[src/rtl/gpi_ev_pkg.sv]
package gpi_ev_pkg;
  localparam int unsigned CODE_W = 7;
  localparam int unsigned ENTRY_W = CODE_W + 1;
  typedef logic [ENTRY_W-1:0] ev_entry_t;

  function automatic logic [CODE_W-1:0] line_code(input int unsigned base, input int unsigned idx);
    return CODE_W'(base + idx);
  endfunction
endpackage

[src/rtl/gpi_line_track.sv]
module gpi_line_track (
  input  logic clk,
  input  logic rst_n,
  input  logic act,
  input  logic rec_ok,
  input  logic grant,
  output logic pend,
  output logic pressed
);
  assign pend = rec_ok & (act ^ pressed);

  always_ff @(posedge clk or negedge rst_n) begin
    if (!rst_n) pressed <= 1'b0;
    else if (!rec_ok) pressed <= act;
    else if (grant) pressed <= ~pressed;
  end

  // a taken line flips its flag
  a_r3_flip: assert property (@(posedge clk) disable iff (!rst_n)
    (grant && rec_ok) |=> (pressed != $past(pressed)));
  // blocked line follows its level
  a_r5_follow: assert property (@(posedge clk) disable iff (!rst_n)
    (!rec_ok) |=> (pressed == $past(act)));
endmodule

[src/rtl/gpi_pick.sv]
module gpi_pick #(
  parameter int unsigned N = 18,
  localparam int unsigned IW = (N > 1) ? $clog2(N) : 1
) (
  input  logic         clk,
  input  logic         rst_n,
  input  logic [N-1:0] req,
  output logic [N-1:0] grant,
  output logic [IW-1:0] idx,
  output logic         any
);
  always_comb begin
    idx = '0;
    any = 1'b0;
    for (int i = N - 1; i >= 0; i--) begin
      if (req[i]) begin
        idx = IW'(i);
        any = 1'b1;
      end
    end
  end

  for (genvar g = 0; g < N; g++) begin : g_gnt
    assign grant[g] = any && (idx == IW'(g));
  end

  // one line per edge, and only a requesting one
  a_r6_onehot: assert property (@(posedge clk) disable iff (!rst_n) $onehot0(grant));
  a_r6_lowest: assert property (@(posedge clk) disable iff (!rst_n)
    any |-> (((req & (grant - 1'b1)) == '0) && ((req & grant) != '0)));
endmodule

[src/rtl/gpi_ev_fifo.sv]
module gpi_ev_fifo
  import gpi_ev_pkg::*;
#(
  parameter int unsigned DEPTH = 10,
  localparam int unsigned PW = (DEPTH > 1) ? $clog2(DEPTH) : 1,
  localparam int unsigned CW = $clog2(DEPTH + 1)
) (
  input  logic      clk,
  input  logic      rst_n,
  input  logic      push,
  input  ev_entry_t wdata,
  output logic      full,
  output logic      valid,
  input  logic      ready,
  output ev_entry_t rdata,
  output logic [CW-1:0] count
);
  ev_entry_t mem [DEPTH];
  logic [PW-1:0] rd_ptr, wr_ptr;
  logic pop;

  assign valid = (count != '0);
  assign full  = (count == CW'(DEPTH));
  assign pop   = valid & ready;
  assign rdata = mem[rd_ptr];

  function automatic logic [PW-1:0] bump(input logic [PW-1:0] p);
    return (p == PW'(DEPTH - 1)) ? '0 : p + 1'b1;
  endfunction

  always_ff @(posedge clk or negedge rst_n) begin
    if (!rst_n) begin
      rd_ptr <= '0;
      wr_ptr <= '0;
      count  <= '0;
    end else begin
      if (push) wr_ptr <= bump(wr_ptr);
      if (pop)  rd_ptr <= bump(rd_ptr);
      if (push && !pop) count <= count + 1'b1;
      else if (pop && !push) count <= count - 1'b1;
    end
  end

  always_ff @(posedge clk) begin
    if (push) mem[wr_ptr] <= wdata;
  end

  // head holds while stalled
  a_r7_hold: assert property (@(posedge clk) disable iff (!rst_n)
    (valid && !ready) |=> (valid && $stable(rdata)));
  // never beyond depth, never a push into a full queue
  a_r8_bound: assert property (@(posedge clk) disable iff (!rst_n) count <= CW'(DEPTH));
  a_r9_no_overfill: assert property (@(posedge clk) disable iff (!rst_n) !(push && full));
endmodule

[src/rtl/gpi_event_rec.sv]
module gpi_event_rec
  import gpi_ev_pkg::*;
#(
  parameter int unsigned N_ROWS = 8,
  parameter int unsigned N_COLS = 10,
  parameter int unsigned DEPTH = 10,
  parameter int unsigned CODE_BASE = 97,
  localparam int unsigned N = N_ROWS + N_COLS,
  localparam int unsigned IW = (N > 1) ? $clog2(N) : 1,
  localparam int unsigned CW = $clog2(DEPTH + 1)
) (
  input  logic          clk,
  input  logic          rst_n,
  input  logic [N-1:0]  gpi_level,
  input  logic [N-1:0]  cfg_act_high,
  input  logic [N-1:0]  cfg_evt_en,
  input  logic [N-1:0]  cfg_lock_mask,
  input  logic          lock_on,
  input  logic          lock_all,
  output logic          ev_valid,
  input  logic          ev_ready,
  output logic [7:0]    ev_data,
  output logic [CW-1:0] ev_count,
  output logic          ev_overflow,
  input  logic          ovf_clr,
  output logic          ev_irq,
  input  logic          irq_clr
);
  logic [N-1:0] act, rec_ok, pend, grant, pressed;
  logic [IW-1:0] pick_idx;
  logic pick_any, full, push;
  ev_entry_t entry, head;

  assign act    = ~(gpi_level ^ cfg_act_high);
  assign rec_ok = cfg_evt_en & ~({N{lock_on}} & (cfg_lock_mask | {N{lock_all}}));

  for (genvar g = 0; g < N; g++) begin : g_line
    gpi_line_track u_trk (
      .clk(clk), .rst_n(rst_n), .act(act[g]), .rec_ok(rec_ok[g]),
      .grant(grant[g]), .pend(pend[g]), .pressed(pressed[g])
    );
  end

  gpi_pick #(.N(N)) u_pick (
    .clk(clk), .rst_n(rst_n), .req(pend), .grant(grant), .idx(pick_idx), .any(pick_any)
  );

  assign entry = {~pressed[pick_idx], line_code(CODE_BASE, int'(pick_idx))};
  assign push  = pick_any & ~full;

  gpi_ev_fifo #(.DEPTH(DEPTH)) u_fifo (
    .clk(clk), .rst_n(rst_n), .push(push), .wdata(entry), .full(full),
    .valid(ev_valid), .ready(ev_ready), .rdata(head), .count(ev_count)
  );
  assign ev_data = head;

  always_ff @(posedge clk or negedge rst_n) begin
    if (!rst_n) begin
      ev_overflow <= 1'b0;
      ev_irq      <= 1'b0;
    end else begin
      ev_overflow <= (pick_any & full) | (ev_overflow & ~ovf_clr);
      ev_irq      <= push | (ev_irq & ~irq_clr);
    end
  end

  // drop on full sets overflow
  a_r9_ovf_set: assert property (@(posedge clk) disable iff (!rst_n)
    (pick_any && full) |=> ev_overflow);
  // a recorded entry raises the interrupt
  a_r10_irq_set: assert property (@(posedge clk) disable iff (!rst_n) push |=> ev_irq);
  // count rises on a lone push
  a_r8_count_up: assert property (@(posedge clk) disable iff (!rst_n)
    (push && !(ev_valid && ev_ready)) |=> (ev_count == $past(ev_count) + 1'b1));
endmodule

[config.mk]
export PLATFORM = sky130hd
export DESIGN_NAME = gpi_event_rec
export DESIGN_NICKNAME = d
export VERILOG_FILES = /design/src/rtl/gpi_ev_pkg.sv /design/src/rtl/gpi_line_track.sv /design/src/rtl/gpi_pick.sv /design/src/rtl/gpi_ev_fifo.sv /design/src/rtl/gpi_event_rec.sv
export SDC_FILE = /design/constraint.sdc
export NUM_CORES = 1
export LEC_CHECK = 0
export BUFFER_PORTS_ARGS = -buffer_cell sky130_fd_sc_hd__buf_2
export CORE_MARGIN = 1
export CORE_UTILIZATION = 30
export CTS_BUF_LIST = sky130_fd_sc_hd__clkbuf_2
export DETAILED_ROUTE_END_ITERATION = 7
export HOLD_SLACK_MARGIN = 0.02
export PLACE_DENSITY_LB_ADDON = 0.1
export SLEW_MARGIN = 30
export SYNTH_ARGS = -nofsm -noshare
export SYNTH_HDL_FRONTEND = slang
export SYNTH_SLANG_ARGS = --single-unit
[constraint.sdc]
create_clock -name clk -period 3 [get_ports clk]
set_clock_uncertainty 0.15 [all_clocks]
set_input_delay 0.6 -clock clk [delete_from_list [all_inputs] [get_ports clk]]
set_output_delay 0.6 -clock clk [all_outputs]
set_load 0.05 [all_outputs]
==> impl_summary.log <==
INFO  metric max-cap-violations = 0
INFO  metric grt_setup_unrepaired = true
INFO  metric critical_path.cell_chain = buf_12 -> buf_12 -> mux4_2 -> a211oi_2 -> a21oi_2 -> buf_6
INFO  metric yosys_warnings = 0
INFO  metric clock_tree_from_tritoncts = yes
INFO  metric cp_top_family = flip-flops
INFO  metric synthDistinctLibCells = 60
INFO  metric achievable-frequency = roughly 0.32 GHz
INFO  metric launching_point_of_the_worst_reg2reg_path = g_line[5].u_trk.pressed
INFO  metric design.core.area = between 20000 and 25000 um^2
INFO  metric async_reset_ff_frac = 0.286
INFO  metric global_route_wire_length_before_repair = approximately 27 mm
INFO  metric detailroute.via_count = slightly below 5000
INFO  metric number_of_enable_type_register_cells_in_the_synthesized_netlist = 80
INFO  metric critical_path.slowest_cell = dfrtp_2
INFO  metric hold-worst-slack = about 88 ps
INFO  metric timing.final.max_slew_violations = 0
INFO  metric cellPowerDensity = 864 nW/um^2
INFO  metric cts_root_buf = clkbuf_2
INFO  metric fin_ws = -136 ps
INFO  metric fin_total_pwr = 7.81 mW
INFO  metric antenna_found_initial = 1
INFO  metric period_minus_slack = between 3000 and 4000 ps
INFO  metric clock_path_buffers = 2
INFO  metric path_buf_inv = 3
INFO  metric timing.critical_path.slowest_cell_delay = approximately 500 ps
INFO  metric utilization_of_the_core_after_routing = 0.448
INFO  metric die_height = between 100 and 150 um
INFO  metric min-delay-start = cfg_evt_en[12]
INFO  metric fp.dieW = 145 um
INFO  metric count_of_filler_cells_inserted_in_the_layout = 1909
INFO  metric dr.pass1.iters = 4
INFO  metric endpoint_kind = output pin
INFO  metric hold_end = g_line[12].u_trk.pressed
INFO  metric timing.hold.worst_path_depth = 3
INFO  metric syn_area = ~6200 um^2
INFO  metric flow.area_growth_from_synthesis = 46.6%
INFO  metric outcome = finished, violations left
INFO  metric globalRoute.totalOverflow = 0
INFO  metric min-delay-path-class = input pin to flip-flop
INFO  metric syn_avg_cell_area = roughly 13 um^2
INFO  metric fin_cells = 1030
INFO  metric regToRegSetupSlack = roughly 120 ps
INFO  metric grt_pass1_vias = around 5000
INFO  metric dp_worst_setup_slack = -714 ps
INFO  metric crit_top_cell = buf_12
INFO  metric drt_first_iter_violations = roughly 210
INFO  metric timing.reg2reg.worst_path_depth = 10
INFO  metric cts_inserted_buffers = 9
INFO  metric worst_ep_arrival_time = between 2000 and 2500 ps
INFO  metric rr_endpoint = u_fifo.mem[8][7]
INFO  metric max-vdd-ir-drop = between 0.3 and 0.4 mV
INFO  metric critPathMaxFanout = 6
INFO  metric place.gp.congestion = roughly 0.8
INFO  metric clk-insertion-delay-late = 630 ps
INFO  metric critPathKind = flip-flop to output pin
INFO  metric period_share = 1.05
INFO  metric row_count = 52
INFO  metric timing_hold_violations_final = 0
INFO  metric critPathRequiredTime = 2250 ps
INFO  metric ys_dominant_reg_cell = edfxtp_1
INFO  metric die_area = roughly 21000 um^2
INFO  metric maximum_number_of_pins_on_one_net_before_global_route_repair = 33
INFO  metric p_leak = between 3 and 4 nW
INFO  metric setup_viol_count_final = 8
INFO  metric boundaryPins = between 90 and 100
INFO  metric remaining_drc_errors = 0
INFO  metric cts_num_sinks = roughly 110
INFO  metric drive_gt1_frac = 0.465
INFO  metric failed_checks = setup timing
INFO  metric start_kind = flip-flop
INFO  metric initial_core_util = 0.306
INFO  metric clkSlewWorstSetupHoldPaths = 300 ps
INFO  metric nets = ~840
INFO  metric grtUsageTotal = 0.169
INFO  metric ant_nets = 0
INFO  metric dp_hpwl = 12.5 mm
INFO  metric tightestPinTransition = roughly 840 ps
INFO  metric synth_seq_area_share = 0.519
INFO  metric routedWlPerCell = roughly 17 um
INFO  metric max_slew_margin = 0.442
INFO  metric wirelength = between 15 and 20 mm
INFO  metric numPlacedInstances = just under 1000
INFO  metric via_per_inst = between 4 and 5
INFO  metric syn_inst = 480
INFO  metric place.port_buffers = 93
INFO  metric postSynthRegisterBits = 112
INFO  metric clock_tree.htree_level_count = 3
-- report_power, final --
group	switching [mW]	internal [mW]
logic	2.34	2.09
clock network	0.544	0.370
registers	0.255	2.21
-- state kept, by name, indices dropped and copies added (netlist names) --
name / flops
u_fifo.wr_ptr: 4
u_fifo.mem: 80
u_fifo.count: 4
ev_overflow: 1
ev_irq: 1
u_fifo.rd_ptr: 4
g_line.u_trk.pressed: 18
-- cells by family after synthesis --
| group | synth area share |
|---|---|
| and+or+nand+nor | 0.105 |
| AOI/OAI and AO/OA | 0.122 |
| DFF | 0.519 |
| xor gates and xnor gates | 0.130 |
| muxes | 0.0830 |
| buffers and inverters | 0.0201 |
| adders and majority gates | 0.0195 |
| other | 0.000608 |
-- per-layer routing --
metal	vias to the layer above	part of all wire	GRT usage
met1	2380	0.45	0.216
li1	2343	-	-
met3	11	0.023	0.0172
met4	0	0.010	0.0489
met5	-	0	0
met2	84	0.51	0.304
-- worst max path at each step --
| stage | start | cells after the start | endpoint | slack [ps] |
|---|---|---|---|---|
| 3_5_place_dp | lock_all | 11 | u_fifo.mem[5][7] | -710 |
| 4_1_cts | u_fifo.rd_ptr[0] | 6 | ev_data[6] | -240 |
| 2_1_floorplan | gpi_level[9] | 14 | u_fifo.count[3] | 2 |
| 3_3_place_gp | lock_all | 11 | u_fifo.mem[4][7] | -740 |
| 5_1_grt | u_fifo.rd_ptr[0] | 6 | ev_data[4] | -240 |
| 6_report | u_fifo.rd_ptr[0] | 6 | ev_data[4] | -140 |
-- cells in the mapped netlist (2+ instances only) --
cell type | n | area share
o21a_1 | 2 | 0.0024
nand4_2 | 2 | 0.0041
clkbuf_1 | 10 | 0.0061
a21o_1 | 3 | 0.0037
nand2b_1 | 3 | 0.0030
dfrtp_1 | 32 | 0.13
nand4_1 | 3 | 0.0030
nor2_1 | 16 | 0.0097
a31oi_1 | 18 | 0.018
o21ai_2 | 2 | 0.0028
and2_1 | 3 | 0.0030
a21oi_1 | 30 | 0.024
nor3_1 | 6 | 0.0049
ha_1 | 8 | 0.016
xnor3_1 | 17 | 0.062
inv_1 | 13 | 0.0079
a211oi_1 | 13 | 0.016
nor2b_1 | 11 | 0.011
o21ai_1 | 7 | 0.0057
mux4_2 | 16 | 0.058
mux2i_1 | 14 | 0.023
nand2_1 | 38 | 0.023
nand3_1 | 19 | 0.015
xnor2_1 | 26 | 0.037
and3_1 | 11 | 0.011
buf_2 | 3 | 0.0024
o21ai_0 | 22 | 0.018
o211a_1 | 2 | 0.0032
edfxtp_1 | 80 | 0.39
buf_6 | 2 | 0.0037
xor2_1 | 19 | 0.027
-- worst reg2reg max path, delay by kind of cell, from the launching register on --
kind,cells,cell delay [ps]
AOI/OAI and AO/OA,5,1030
xor gates and xnor gates,1,380
buffers and inverters,2,270
DFF,1,460
muxes,1,310
and+or+nand+nor,1,100
-- cell type report --
type	instances	area, um^2	share of cell area
well taps	270	338	0.0374
inverters	13	51.3	0.00567
clock inverters	7	126	0.0140
repair inverters	1	7.51	0.000830
multi-input cells	360	3350	0.371
diodes	1	2.50	0.000277
repair buffers	257	1920	0.212
flip-flops and latches	112	3200	0.354
clock buffers	9	45.0	0.00498
-- per-stage QoR --
| step | setup TNS [ps] | area [um^2] |
|---|---|---|
| floorplan | 0 | 6370 |
| global placement | -52810 | 8080 |
| detailed placement | -52800 | 8080 |
| CTS | -1790 | 8880 |
| global route | -1760 | 9040 |
| finish | -854 | 9040 |
-- cells in the final DEF (no fill, tap or decap), types with 4 or more instances in the layout --
| cell | netlist | final |
|---|---|---|
| a211oi_2 | 1 | 10 |
| a21oi_1 | 30 | 21 |
| a21oi_2 | 1 | 10 |
| a31oi_1 | 18 | 17 |
| and3_1 | 11 | 9 |
| buf_12 | 0 | 7 |
| buf_2 | 3 | 84 |
| buf_4 | 0 | 136 |
| buf_6 | 2 | 11 |
| clkbuf_2 | 0 | 9 |
| conb_1 | 1 | 20 |
| dfrtp_1 | 32 | 31 |
| dlygate4sd3_1 | 0 | 17 |
| edfxtp_1 | 80 | 80 |
| ha_1 | 8 | 4 |
| ha_4 | 0 | 4 |
| inv_1 | 13 | 10 |
| mux2i_1 | 14 | 13 |
| mux4_2 | 16 | 16 |
| nand2_1 | 38 | 38 |
| nand3_1 | 19 | 12 |
| nand3_2 | 1 | 7 |
| nor2_1 | 16 | 13 |
| nor2b_1 | 11 | 6 |
| nor2b_4 | 0 | 5 |
| nor3_1 | 6 | 5 |
| o21ai_0 | 22 | 18 |
| o21ai_1 | 7 | 6 |
| o21ai_2 | 2 | 6 |
| xnor2_1 | 26 | 26 |
| xnor3_1 | 17 | 17 |
| xor2_1 | 19 | 18 |
-- timing repair --
item	4_1_cts	5_1_grt
setup endpoints to repair	57	112
buffers inserted	13	10
gates cloned	4	0
hold buffers	17	0
gates resized for setup	58	23
endpoints found under the hold margin	48	0
pin swaps	18	33
Note: power is estimated with default switching activity, not from simulation.
